$ cat src/rtl/sysclk_pkg.sv
package sysclk_pkg;

  typedef enum logic [1:0] {
    DIV_1  = 2'b00,
    DIV_2  = 2'b01,
    DIV_4  = 2'b10,
    DIV_16 = 2'b11
  } div_code_e;

  typedef struct packed {
    div_code_e  div;
    logic       drive;
    logic [2:0] rsvd;
    logic       pll_sel;
    logic       stop;
  } ctrl_reg_t;

  localparam ctrl_reg_t CTRL_RST = '{div: DIV_1, drive: 1'b1, rsvd: 3'b000,
                                     pll_sel: 1'b0, stop: 1'b0};

  // log2 of the divide ratio for each code
  function automatic int unsigned div_shift(div_code_e code);
    case (code)
      DIV_1:   return 0;
      DIV_2:   return 1;
      DIV_4:   return 2;
      default: return 4;
    endcase
  endfunction

endpackage

$ cat src/rtl/sysclk_rst_sync.sv
module sysclk_rst_sync #(
  parameter int STAGES = 2
) (
  input  logic clk,
  input  logic rst_n_in,
  output logic rst_n_out
);
  logic [STAGES-1:0] sync_q;
  logic [STAGES-1:0] sync_d;

  always_comb begin
    sync_d = {sync_q[STAGES-2:0], 1'b1};
  end

  always_ff @(posedge clk or negedge rst_n_in) begin
    if (!rst_n_in) sync_q <= '0;
    else           sync_q <= sync_d;
  end

  assign rst_n_out = sync_q[STAGES-1];
endmodule

$ cat src/rtl/sysclk_reg_core.sv
module sysclk_reg_core
  import sysclk_pkg::*;
(
  input  logic      clk,
  input  logic      rst_n,
  input  logic      wr_en,
  input  logic      prot_en,
  input  logic [7:0] wr_data,
  input  logic      clkmod_lock,
  input  logic      wdt_lock,
  input  logic      osc_det_en,
  output ctrl_reg_t reg_q
);
  ctrl_reg_t reg_d;
  logic      accept;
  logic      stop_wr_ok;
  logic      stop_set_blocked;
  logic      unused_rsvd;

  assign accept           = wr_en & prot_en;
  assign stop_wr_ok       = ~clkmod_lock & ~wdt_lock;
  assign stop_set_blocked = reg_q.pll_sel | osc_det_en;
  assign unused_rsvd      = ^wr_data[4:2];

  always_comb begin
    reg_d = reg_q;
    if (accept) begin
      reg_d.div   = div_code_e'(wr_data[7:6]);
      reg_d.drive = wr_data[5];
      reg_d.rsvd  = 3'b000;
      if (!clkmod_lock) reg_d.pll_sel = wr_data[1];
      if (stop_wr_ok) begin
        if (wr_data[0] && !reg_q.stop) begin
          if (!stop_set_blocked) reg_d.stop = 1'b1;
        end else begin
          reg_d.stop = wr_data[0];
        end
      end
      if (reg_d.stop && !reg_q.stop) reg_d.drive = 1'b1;
    end
  end

  always_ff @(posedge clk or negedge rst_n) begin
    if (!rst_n) reg_q <= CTRL_RST;
    else        reg_q <= reg_d;
  end
endmodule

$ cat src/rtl/sysclk_div.sv
module sysclk_div
  import sysclk_pkg::*;
#(
  parameter int CNT_W = 4
) (
  input  logic      clk,
  input  logic      rst_n,
  input  div_code_e code,
  input  logic      bypass,
  output logic      clk_en
);
  logic [CNT_W-1:0] cnt_q;
  logic [CNT_W-1:0] cnt_d;
  logic [CNT_W:0]   span;
  logic [CNT_W-1:0] load;

  always_comb begin
    span = (CNT_W+1)'(1) << div_shift(code);
    load = bypass ? '0 : CNT_W'(span - (CNT_W+1)'(1));
  end

  assign clk_en = (cnt_q == '0);

  always_comb begin
    if (clk_en) cnt_d = load;
    else        cnt_d = cnt_q - CNT_W'(1);
  end

  always_ff @(posedge clk or negedge rst_n) begin
    if (!rst_n) cnt_q <= '0;
    else        cnt_q <= cnt_d;
  end
endmodule

$ cat src/rtl/sysclk_src_sel.sv
module sysclk_src_sel (
  input  logic clk,
  input  logic rst_n,
  input  logic pll_sel,
  input  logic pll_ready,
  output logic src_pll
);
  logic src_d;

  assign src_d = pll_sel & pll_ready;

  always_ff @(posedge clk or negedge rst_n) begin
    if (!rst_n) src_pll <= 1'b0;
    else        src_pll <= src_d;
  end
endmodule

$ cat src/rtl/sysclk_ctrl_reg.sv
module sysclk_ctrl_reg
  import sysclk_pkg::*;
#(
  parameter int SYNC_STAGES = 2
) (
  input  logic       clk,
  input  logic       rst_n,
  input  logic       wr_en,
  input  logic [7:0] wr_data,
  input  logic       prot_en,
  input  logic       clkmod_lock,
  input  logic       wdt_lock,
  input  logic       osc_det_en,
  input  logic       div_override,
  input  logic       pll_ready,
  output logic [7:0] rd_data,
  output logic       clk_en,
  output logic       src_pll,
  output logic       stop_req
);
  localparam int MAX_DIV = 1 << div_shift(DIV_16);
  localparam int CNT_W   = $clog2(MAX_DIV);

  logic      rst_ns;
  ctrl_reg_t reg_q;

  sysclk_rst_sync #(.STAGES(SYNC_STAGES)) u_rst (
    .clk(clk), .rst_n_in(rst_n), .rst_n_out(rst_ns)
  );

  sysclk_reg_core u_core (
    .clk(clk), .rst_n(rst_ns), .wr_en(wr_en), .prot_en(prot_en),
    .wr_data(wr_data), .clkmod_lock(clkmod_lock), .wdt_lock(wdt_lock),
    .osc_det_en(osc_det_en), .reg_q(reg_q)
  );

  sysclk_div #(.CNT_W(CNT_W)) u_div (
    .clk(clk), .rst_n(rst_ns), .code(reg_q.div), .bypass(div_override),
    .clk_en(clk_en)
  );

  sysclk_src_sel u_src (
    .clk(clk), .rst_n(rst_ns), .pll_sel(reg_q.pll_sel),
    .pll_ready(pll_ready), .src_pll(src_pll)
  );

  assign rd_data  = reg_q;
  assign stop_req = reg_q.stop;
endmodule

$ cat config.mk
export PLATFORM = sky130hd
export DESIGN_NAME = sysclk_ctrl_reg
export DESIGN_NICKNAME = d
export VERILOG_FILES = /design/src/rtl/sysclk_pkg.sv /design/src/rtl/sysclk_rst_sync.sv /design/src/rtl/sysclk_reg_core.sv /design/src/rtl/sysclk_div.sv /design/src/rtl/sysclk_src_sel.sv /design/src/rtl/sysclk_ctrl_reg.sv
export SDC_FILE = /design/constraint.sdc
export NUM_CORES = 1
export LEC_CHECK = 0
export BUFFER_PORTS_ARGS = -buffer_cell sky130_fd_sc_hd__buf_2
export CORE_MARGIN = 1
export CORE_UTILIZATION = 40
export CTS_CLUSTER_SIZE = 28
export DETAILED_ROUTE_END_ITERATION = 10
export GPL_TIMING_DRIVEN = 0
export PLACE_DENSITY = 0.71
export SLEW_MARGIN = 20
export SYNTH_ARGS = -nofsm -noshare
export SYNTH_HDL_FRONTEND = slang
export SYNTH_SLANG_ARGS = --single-unit
$ cat constraint.sdc
create_clock -name clk -period 1 [get_ports clk]
set_input_delay 0 -clock clk [delete_from_list [all_inputs] [get_ports clk]]
set_output_delay 0 -clock clk [all_outputs]
set_load 0.01 [all_outputs]
==> results of run 1 <==
registers in the layout, summed over array words and instances (netlist names):
register and cells:
u_core.reg_q 5, u_div.cnt_q 4, u_rst.sync_q 2, u_src.src_pll 1
path summary, 6_finish.rpt:
kind / startpoint / to / slack [ns] / cells after the start
setup / recovery: u_div.cnt_q[1]$_DFF_PN0_ / clk_en / -0.23 / 4
hold / removal: prot_en / u_core.reg_q[5]$_DFFE_PN1N_ / 0.008 / 3
setup reg to reg: u_div.cnt_q[1]$_DFF_PN0_ / u_div.cnt_q[0]$_DFF_PN0_ / -0.19 / 6
hold reg to reg: u_rst.sync_q[1]$_DFF_PN0_ / u_div.cnt_q[1]$_DFF_PN0_ / 0.16 / 0
max in group asynchronous: u_rst.sync_q[1]$_DFF_PN0_ / u_core.reg_q[5]$_DFFE_PN1N_ / 0.52 / 0
min in group asynchronous: rst_n / u_rst.sync_q[1]$_DFF_PN0_ / 0.04 / 2
cells by family after synthesis:
family          Yosys count  share of synthesized area (%)
mux                       4                           7.54
fa+ha+maj                 1                           2.15
compound gates           10                           10.8
flops                    12                           51.9
buf+inv                   9                           9.05
simple gates             13                           17.2
other cells               2                           1.29
worst register-to-register path: stages, from the launching register on:
cell and delay [ns]:
sky130_fd_sc_hd__dfrtp_1 0.39, sky130_fd_sc_hd__inv_2 0.07, sky130_fd_sc_hd__ha_4 0.14, sky130_fd_sc_hd__nor3b_4 0.21
sky130_fd_sc_hd__buf_4 0.15, sky130_fd_sc_hd__o21ai_2 0.04, sky130_fd_sc_hd__o21a_1 0.09
power breakdown:
part	total [mW]	internal [mW]	leakage (nW)	switching (mW)
clock	0.306	0.154	0.0150	0.152
combinational	0.798	0.477	0.273	0.321
sequential	0.750	0.622	0.140	0.128
total	1.85	1.25	0.427	0.601
cell usage in the layout, fill, tap and decap left out, types with 2 or more instances in the layout:
cell type                       instances
sky130_fd_sc_hd__a21oi_1                3
sky130_fd_sc_hd__buf_6                  2
sky130_fd_sc_hd__a311oi_1               2
sky130_fd_sc_hd__mux2_2                 3
sky130_fd_sc_hd__inv_1                  2
sky130_fd_sc_hd__dfrtp_1               10
sky130_fd_sc_hd__buf_2                 20
sky130_fd_sc_hd__conb_1                 4
sky130_fd_sc_hd__nor2_1                 4
sky130_fd_sc_hd__clkbuf_4               3
sky130_fd_sc_hd__dlygate4sd3_1          6
sky130_fd_sc_hd__inv_2                  2
sky130_fd_sc_hd__buf_4                 10
stage by stage:
| stage | cells | hold WS [ns] | cell area, sq um | setup TNS (ns) |
|---|---|---|---|---|
| finish | 105 | 0.00842 | 871 | -0.755 |
| global route | 105 | 0.0112 | 871 | -1.09 |
| CTS | 105 | 0.000190 | 860 | -0.806 |
| detailed placement | 89 | -0.214 | 714 | -0.739 |
| global placement | 89 | -0.215 | 714 | -0.620 |
| floorplan | 53 | -0.296 | 591 | -0.433 |
final cells by class:
type,instances,area (sq um),area share (%)
sequential,12,303,34.8
multi-input combinational,32,250,28.7
timing repair buffer,33,216,24.9
buffer,5,41.3,4.74
clock buffer,4,26.3,3.02
tap,15,18.8,2.16
inverter,4,15.0,1.72
synth_stat cells, types with 2 or more instances:
master                     instances  area, sq um
sky130_fd_sc_hd__inv_1             4         15.0
sky130_fd_sc_hd__buf_4             5         37.5
sky130_fd_sc_hd__a21oi_1           3         15.0
sky130_fd_sc_hd__a311oi_1          2         17.5
sky130_fd_sc_hd__conb_1            2         7.51
sky130_fd_sc_hd__o21ai_0           3         15.0
sky130_fd_sc_hd__mux2_2            3         33.8
sky130_fd_sc_hd__dfrtp_1          11          275
sky130_fd_sc_hd__nor2_1            4         15.0
per-layer routing:
layer | part of all wire (%) | up-vias | wire, um
met5 | 0 | - | 0
met3 | 4.7 | 0 | 50
met1 | 41 | 231 | 439
met2 | 54 | 14 | 583
li1 | - | 247 | -
met4 | 0 | 0 | 0
what timing repair did:
item	4_1_cts	5_1_grt
gates resized for setup	5	3
hold buffers	6	0
hold endpoints to repair	7	0
endpoints found under the setup margin	4	7
setup buffers	6	0
pin swaps	2	1
==> PnR_summary.wiki, run 1 <==
{| class="wikitable"
! Metric !! Value
|-
| Run status || finished, violations left
|-
| Failing checks || negative setup slack
|-
| Kind of end point of the critical path || output pin
|-
| Arrival time at the worst endpoint || 1.23 ns
|-
| Final Hold Vio Count || 0
|-
| H-tree levels || 1
|-
| Overall overflow remaining after global route || 0
|-
| Post-placement worst setup slack || -0.255 ns
|-
| Die Footprint || 1610 sq um
|-
| Max Cap Viol || 0
|-
| RSZ-0062 raised after global routing || yes
|-
| Post-synthesis async set-or-reset flop share || 100%
|-
| Post-detailed-route via-to-cell ratio || 4.69
|-
| Vert. Die Dim || 40.1 um
|-
| Fin util || 66.1%
|-
| Post-synthesis sequential element count || 12
|-
| Cells after synthesis || 51
|-
| Die Width || 40.1 um
|-
| Power density over cell area || 2130 nW/um^2
|-
| Required time of the critical path || 1.00 ns
|-
| Antenna diode count || 0
|-
| Detailed Route Iter0 Violations || 4
|-
| Layout cell share with drive strength beyond 1 || 51.1%
|-
| Syn-to-layout area delta || 50.0%
|-
| Highest fanout seen on the critical path || 3
|-
| Number of clock buffers inserted by TritonCTS || 3
|-
| Antenna viol nets, final || 0
|-
| Post-detailed-placement half-perimeter wirelength || 756 um
|-
| Clock insertion delay at the later pin of the skew report || 0.26 ns
|-
| Final Total Pwr || 1.85 mW
|-
| Kind of cell adding the most delay to the critical path || flip-flops
|-
| Cell Area, Synth || 581 sq um
|-
| Met1 Use GR || 17.7%
|-
| Most used flip-flop cell after synthesis || sky130_fd_sc_hd__dfrtp_1
|-
| Number of antenna violations at the first check in global routing || 0
|-
| Number of buffers on the longest clock path || 2
|-
| Final wirelength || 1070 um
|-
| Initial cell density of the core || 44.1%
|-
| Path category of the worst min-delay check || in2reg
|-
| Unique cell type count in the Yosys netlist || 23
|-
| I/O pin count || 28
|-
| Count of fill cells added during filler insertion || 112
|-
| Start-to-end type of the worst setup path || reg2out
|-
| 1st-pass router iterations || 3
|-
| Final routed DRC violation total || 0
|-
| WL/cell || 10.2 um
|-
| Achievable frequency || 0.812 GHz
|-
| Post-Syn Area per Cell || 11.4 sq um
|-
| Count of endpoints failing setup in the final report || 4
|-
| CTS tree || done
|-
| Cell-by-cell listing of the critical path || inv_2 > ha_4 > nor3b_4 > buf_2
|-
| Area of the core || 1320 sq um
|-
| Clock tree root driver cell || sky130_fd_sc_hd__clkbuf_4
|-
| Routed via count || 492
|-
| Met3 layer usage reported by global route || 6.67%
|-
| Via count of the first global-routing pass || 419
|-
| Post-synthesis sequential area ratio || 51.9%
|-
| Leak || 0.427 nW
|-
| Critical-path cell with the highest stage delay || sky130_fd_sc_hd__dfrtp_1
|-
| Clk sinks || 12
|-
| Global router's overall resource usage || 15.4%
|-
| Count of flip-flops with a built-in enable after synthesis || 0
|-
| Maximum single-stage delay on the critical path || 0.39 ns
|-
| Ys Warns || 0
|-
| First-pass GRT wire length || 1570 um
|-
| Launching element type of the critical path || flip-flop
|-
| Routing layer with the top usage in global route || met2
|-
| Pin count of the biggest net entering global routing || 11
|-
| Number of standard-cell rows in the floorplan || 13
|-
| Routability cong. || 0.684
|-
| Post-route minimum period || 1.23 ns
|-
| Quantity of I/O buffers inserted on ports || 21
|-
| Share of the clock period used by the worst path after layout || 123%
|-
| Final setup slack of the worst path || -0.231 ns
|-
| CP Buf/Inv Count || 2
|-
| Worst Clk Skew || 0.000611 ns
|-
| Net count reported at finish || 109
|-
| Peak ir drop on the vdd network || 1.39 mV
|-
| Clock transition at the register clock pins on the worst setup and hold paths after CTS || 0.07 ns
|-
| Met2 usage || 26.6%
|-
| Count of final max-slew check failures || 0
|}
No activity file was read; power rests on OpenSTA's default activity.
==> run 2, diff against run 1 <==
--- a/config.mk
+++ b/config.mk
@@ -11,7 +11,7 @@
 export CTS_CLUSTER_SIZE = 28
 export DETAILED_ROUTE_END_ITERATION = 10
 export GPL_TIMING_DRIVEN = 0
-export PLACE_DENSITY = 0.71
+export PLACE_DENSITY = 0.78
 export SLEW_MARGIN = 20
 export SYNTH_ARGS = -nofsm -noshare
 export SYNTH_HDL_FRONTEND = slang
==> PnR_summary.wiki, run 2 (synthesis gave the netlist of run 1 again) <==
{| class="wikitable"
! Metric !! Value
|-
| Run status || finished, violations left (unchanged)
|-
| Count of fill cells added during filler insertion || 116 (was 112)
|-
| Clock transition at the register clock pins on the worst setup and hold paths after CTS || 0.07 ns (about the same)
|-
| H-tree levels || 1 (unchanged)
|-
| Number of buffers on the longest clock path || 2 (unchanged)
|-
| Clk sinks || 12 (unchanged)
|-
| Max Cap Viol || 0 (unchanged)
|-
| First-pass GRT wire length || 1960 um (was 1570 um)
|-
| Area of the core || 1320 sq um (unchanged)
|-
| Clock tree root driver cell || sky130_fd_sc_hd__clkbuf_4 (unchanged)
|-
| Register cell area after layout || 303 sq um (unchanged)
|-
| Achievable frequency || 0.827 GHz (was 0.812 GHz)
|-
| Count of final max-slew check failures || 0 (unchanged)
|-
| Clock insertion delay at the later pin of the skew report || 0.28 ns (was 0.26 ns)
|-
| Arrival time at the worst endpoint || 1.21 ns (was 1.23 ns)
|-
| Peak ir drop on the vdd network || 1.33 mV (was 1.39 mV)
|-
| Syn-to-layout area delta || 55.2% (was 50.0%)
|-
| Register bank with the most flops || u_core.reg_q (unchanged)
|-
| Number of standard-cell rows in the floorplan || 13 (unchanged)
|-
| Worst Clk Skew || 0.00597 ns (was 0.000611 ns)
|-
| Post-route minimum period || 1.21 ns (was 1.23 ns)
|-
| Regs by FF count || u_core.reg_q x5, u_div.cnt_q x4, u_rst.sync_q x2 (unchanged)
|-
| Routed via count || 504 (was 492)
|-
| Count of endpoints failing setup in the final report || 4 (unchanged)
|-
| RSZ-0062 raised after global routing || yes (unchanged)
|-
| Failing checks || negative setup slack (unchanged)
|-
| Number of clock buffers inserted by TritonCTS || 3 (unchanged)
|-
| Post-detailed-route via-to-cell ratio || 4.67 (was 4.69)
|-
| Final wirelength || 1330 um (was 1070 um)
|-
| M1 wire length || 489 um (was 439 um)
|-
| Start-to-end type of the worst setup path || reg2out (unchanged)
|-
| Number of flip-flops in the largest register || 5 (unchanged)
|-
| Required time of the critical path || 1.00 ns (about the same)
|-
| I/O pin count || 28 (unchanged)
|-
| Met3 routed WL || 59 um (was 50 um)
|-
| Antenna diode count || 0 (unchanged)
|-
| Detailed Route Iter0 Violations || 2 (was 4)
|-
| Final Total Pwr || 1.96 mW (was 1.85 mW)
|-
| Power density over cell area || 2180 nW/um^2 (was 2130 nW/um^2)
|-
| Global router's overall resource usage || 20.0% (was 15.4%)
|-
| Path category of the worst min-delay check || in2reg (unchanged)
|-
| Layout cell share with drive strength beyond 1 || 50.5% (was 51.1%)
|-
| Quantity of I/O buffers inserted on ports || 21 (unchanged)
|-
| Die Width || 40.1 um (unchanged)
|-
| Detail Route met2 WL || 736 um (was 583 um)
|-
| Post-detailed-placement half-perimeter wirelength || 810 um (was 756 um)
|-
| Most frequent standard cell in the layout excluding fill and tap cells || sky130_fd_sc_hd__buf_2 (unchanged)
|-
| Routability cong. || 0.702 (was 0.684)
|-
| Final Hold Vio Count || 0 (unchanged)
|-
| Share of the clock period used by the worst path after layout || 121% (was 123%)
|-
| Via count of the first global-routing pass || 458 (was 419)
|-
| Area taken by multi-input logic gates || 246 sq um (was 250 sq um)
|-
| Leak || 0.444 nW (was 0.427 nW)
|-
| Overall overflow remaining after global route || 0 (unchanged)
|-
| Highest fanout seen on the critical path || 3 (unchanged)
|-
| Worst hold slack || 0.00917 ns (was 0.00842 ns)
|-
| Vert. Die Dim || 40.1 um (unchanged)
|-
| Highest signal layer in the routed design || met4 (was met3)
|-
| Launching element type of the critical path || flip-flop (unchanged)
|-
| CTS tree || done (unchanged)
|-
| Die Footprint || 1610 sq um (unchanged)
|-
| Initial cell density of the core || 44.1% (unchanged)
|-
| Final routed DRC violation total || 0 (unchanged)
|-
| Antenna viol nets, final || 0 (unchanged)
|-
| Fin util || 68.4% (was 66.1%)
|-
| Post-placement worst setup slack || -0.256 ns (was -0.255 ns)
|-
| Final setup slack of the worst path || -0.210 ns (was -0.231 ns)
|-
| Number of antenna violations at the first check in global routing || 0 (unchanged)
|-
| Most used cells in the layout excluding fill and tap cells || 20 x sky130_fd_sc_hd__buf_2, 12 x sky130_fd_sc_hd__buf_4, 10 x sky130_fd_sc_hd__dfrtp_1 (was 20 x sky130_fd_sc_hd__buf_2, 10 x sky130_fd_sc_hd__buf_4, 10 x sky130_fd_sc_hd__dfrtp_1)
|-
| Pin count of the biggest net entering global routing || 11 (unchanged)
|-
| Kind of end point of the critical path || output pin (unchanged)
|-
| 1st-pass router iterations || 2 (was 3)
|-
| Net count reported at finish || 112 (was 109)
|-
| WL/cell || 12.3 um (was 10.2 um)
|}
run 2: cell count changes in the layout (fill, tap and decap cells not counted):
cell                            previous run  this run
sky130_fd_sc_hd__clkbuf_8                  0         1
sky130_fd_sc_hd__o21ai_2                   1         0
sky130_fd_sc_hd__o21ai_0                   1         2
sky130_fd_sc_hd__dlygate4sd3_1             6         8
sky130_fd_sc_hd__clkbuf_1                  1         0
sky130_fd_sc_hd__buf_6                     2         1
sky130_fd_sc_hd__buf_4                    10        12
run 2: final timing paths:
| check | start | end | slack [ns] | depth (start not counted) |
|---|---|---|---|---|
| setup / recovery | u_div.cnt_q[0]$_DFF_PN0_ | clk_en | -0.21 | 4 |
| hold / removal | prot_en | u_core.reg_q[0]$_DFFE_PN0N_ | 0.009 | 3 |
| setup reg to reg | u_div.cnt_q[0]$_DFF_PN0_ | u_div.cnt_q[0]$_DFF_PN0_ | -0.20 | 6 |
| hold reg to reg | u_rst.sync_q[1]$_DFF_PN0_ | u_div.cnt_q[2]$_DFF_PN0_ | 0.16 | 0 |
| max in group asynchronous | u_rst.sync_q[1]$_DFF_PN0_ | u_core.reg_q[5]$_DFFE_PN1N_ | 0.52 | 0 |
| min in group asynchronous | rst_n | u_rst.sync_q[1]$_DFF_PN0_ | 0.04 | 2 |
run 2: per-stage QoR:
| step | instances | cell area, sq um | setup TNS [ns] |
|---|---|---|---|
| 2_1_floorplan | 53 | 591 | -0.433 |
| 3_3_place_gp | 89 | 714 | -0.584 |
| 3_5_place_dp | 89 | 714 | -0.693 |
| 4_1_cts | 106 | 878 | -0.717 |
| 5_1_grt | 108 | 901 | -1.08 |
| 6_report | 108 | 901 | -0.721 |
run 2: area by class of cell:
cell class / instances / share of cell area (%)
tap: 15 / 2.08
inverter: 4 / 1.67
timing repair buffer: 36 / 27.1
multi-input combinational: 32 / 27.4
clock buffer: 4 / 4.03
buffer: 5 / 4.17
sequential: 12 / 33.6
run 2: report_power, final:
group	total [mW]	internal, mW	switching (mW)
Sequential	0.758	0.622	0.136
Clock	0.383	0.221	0.161
Combinational	0.821	0.484	0.337
Total	1.96	1.33	0.634
run 2: critical path, stage by stage, from the launching register on:
cell	delay (ns)
sky130_fd_sc_hd__dfrtp_1	0.40
sky130_fd_sc_hd__inv_2	0.08
sky130_fd_sc_hd__ha_4	0.13
sky130_fd_sc_hd__nor3b_4	0.17
sky130_fd_sc_hd__buf_2	0.15
run 2: what timing repair did:
item	in CTS	in global routing
resized for setup	3	2
setup endpoints to repair	4	6
hold buffers	8	0
buffers inserted	5	2
pin swaps	2	1
endpoints found under the hold margin	7	0
run 2: routing by layer:
layer / up-vias / GRT usage [%]
met1: 229 / 22.2
met5: - / 0
met4: 0 / 12.9
li1: 252 / -
met2: 19 / 33.5
met3: 4 / 5.00
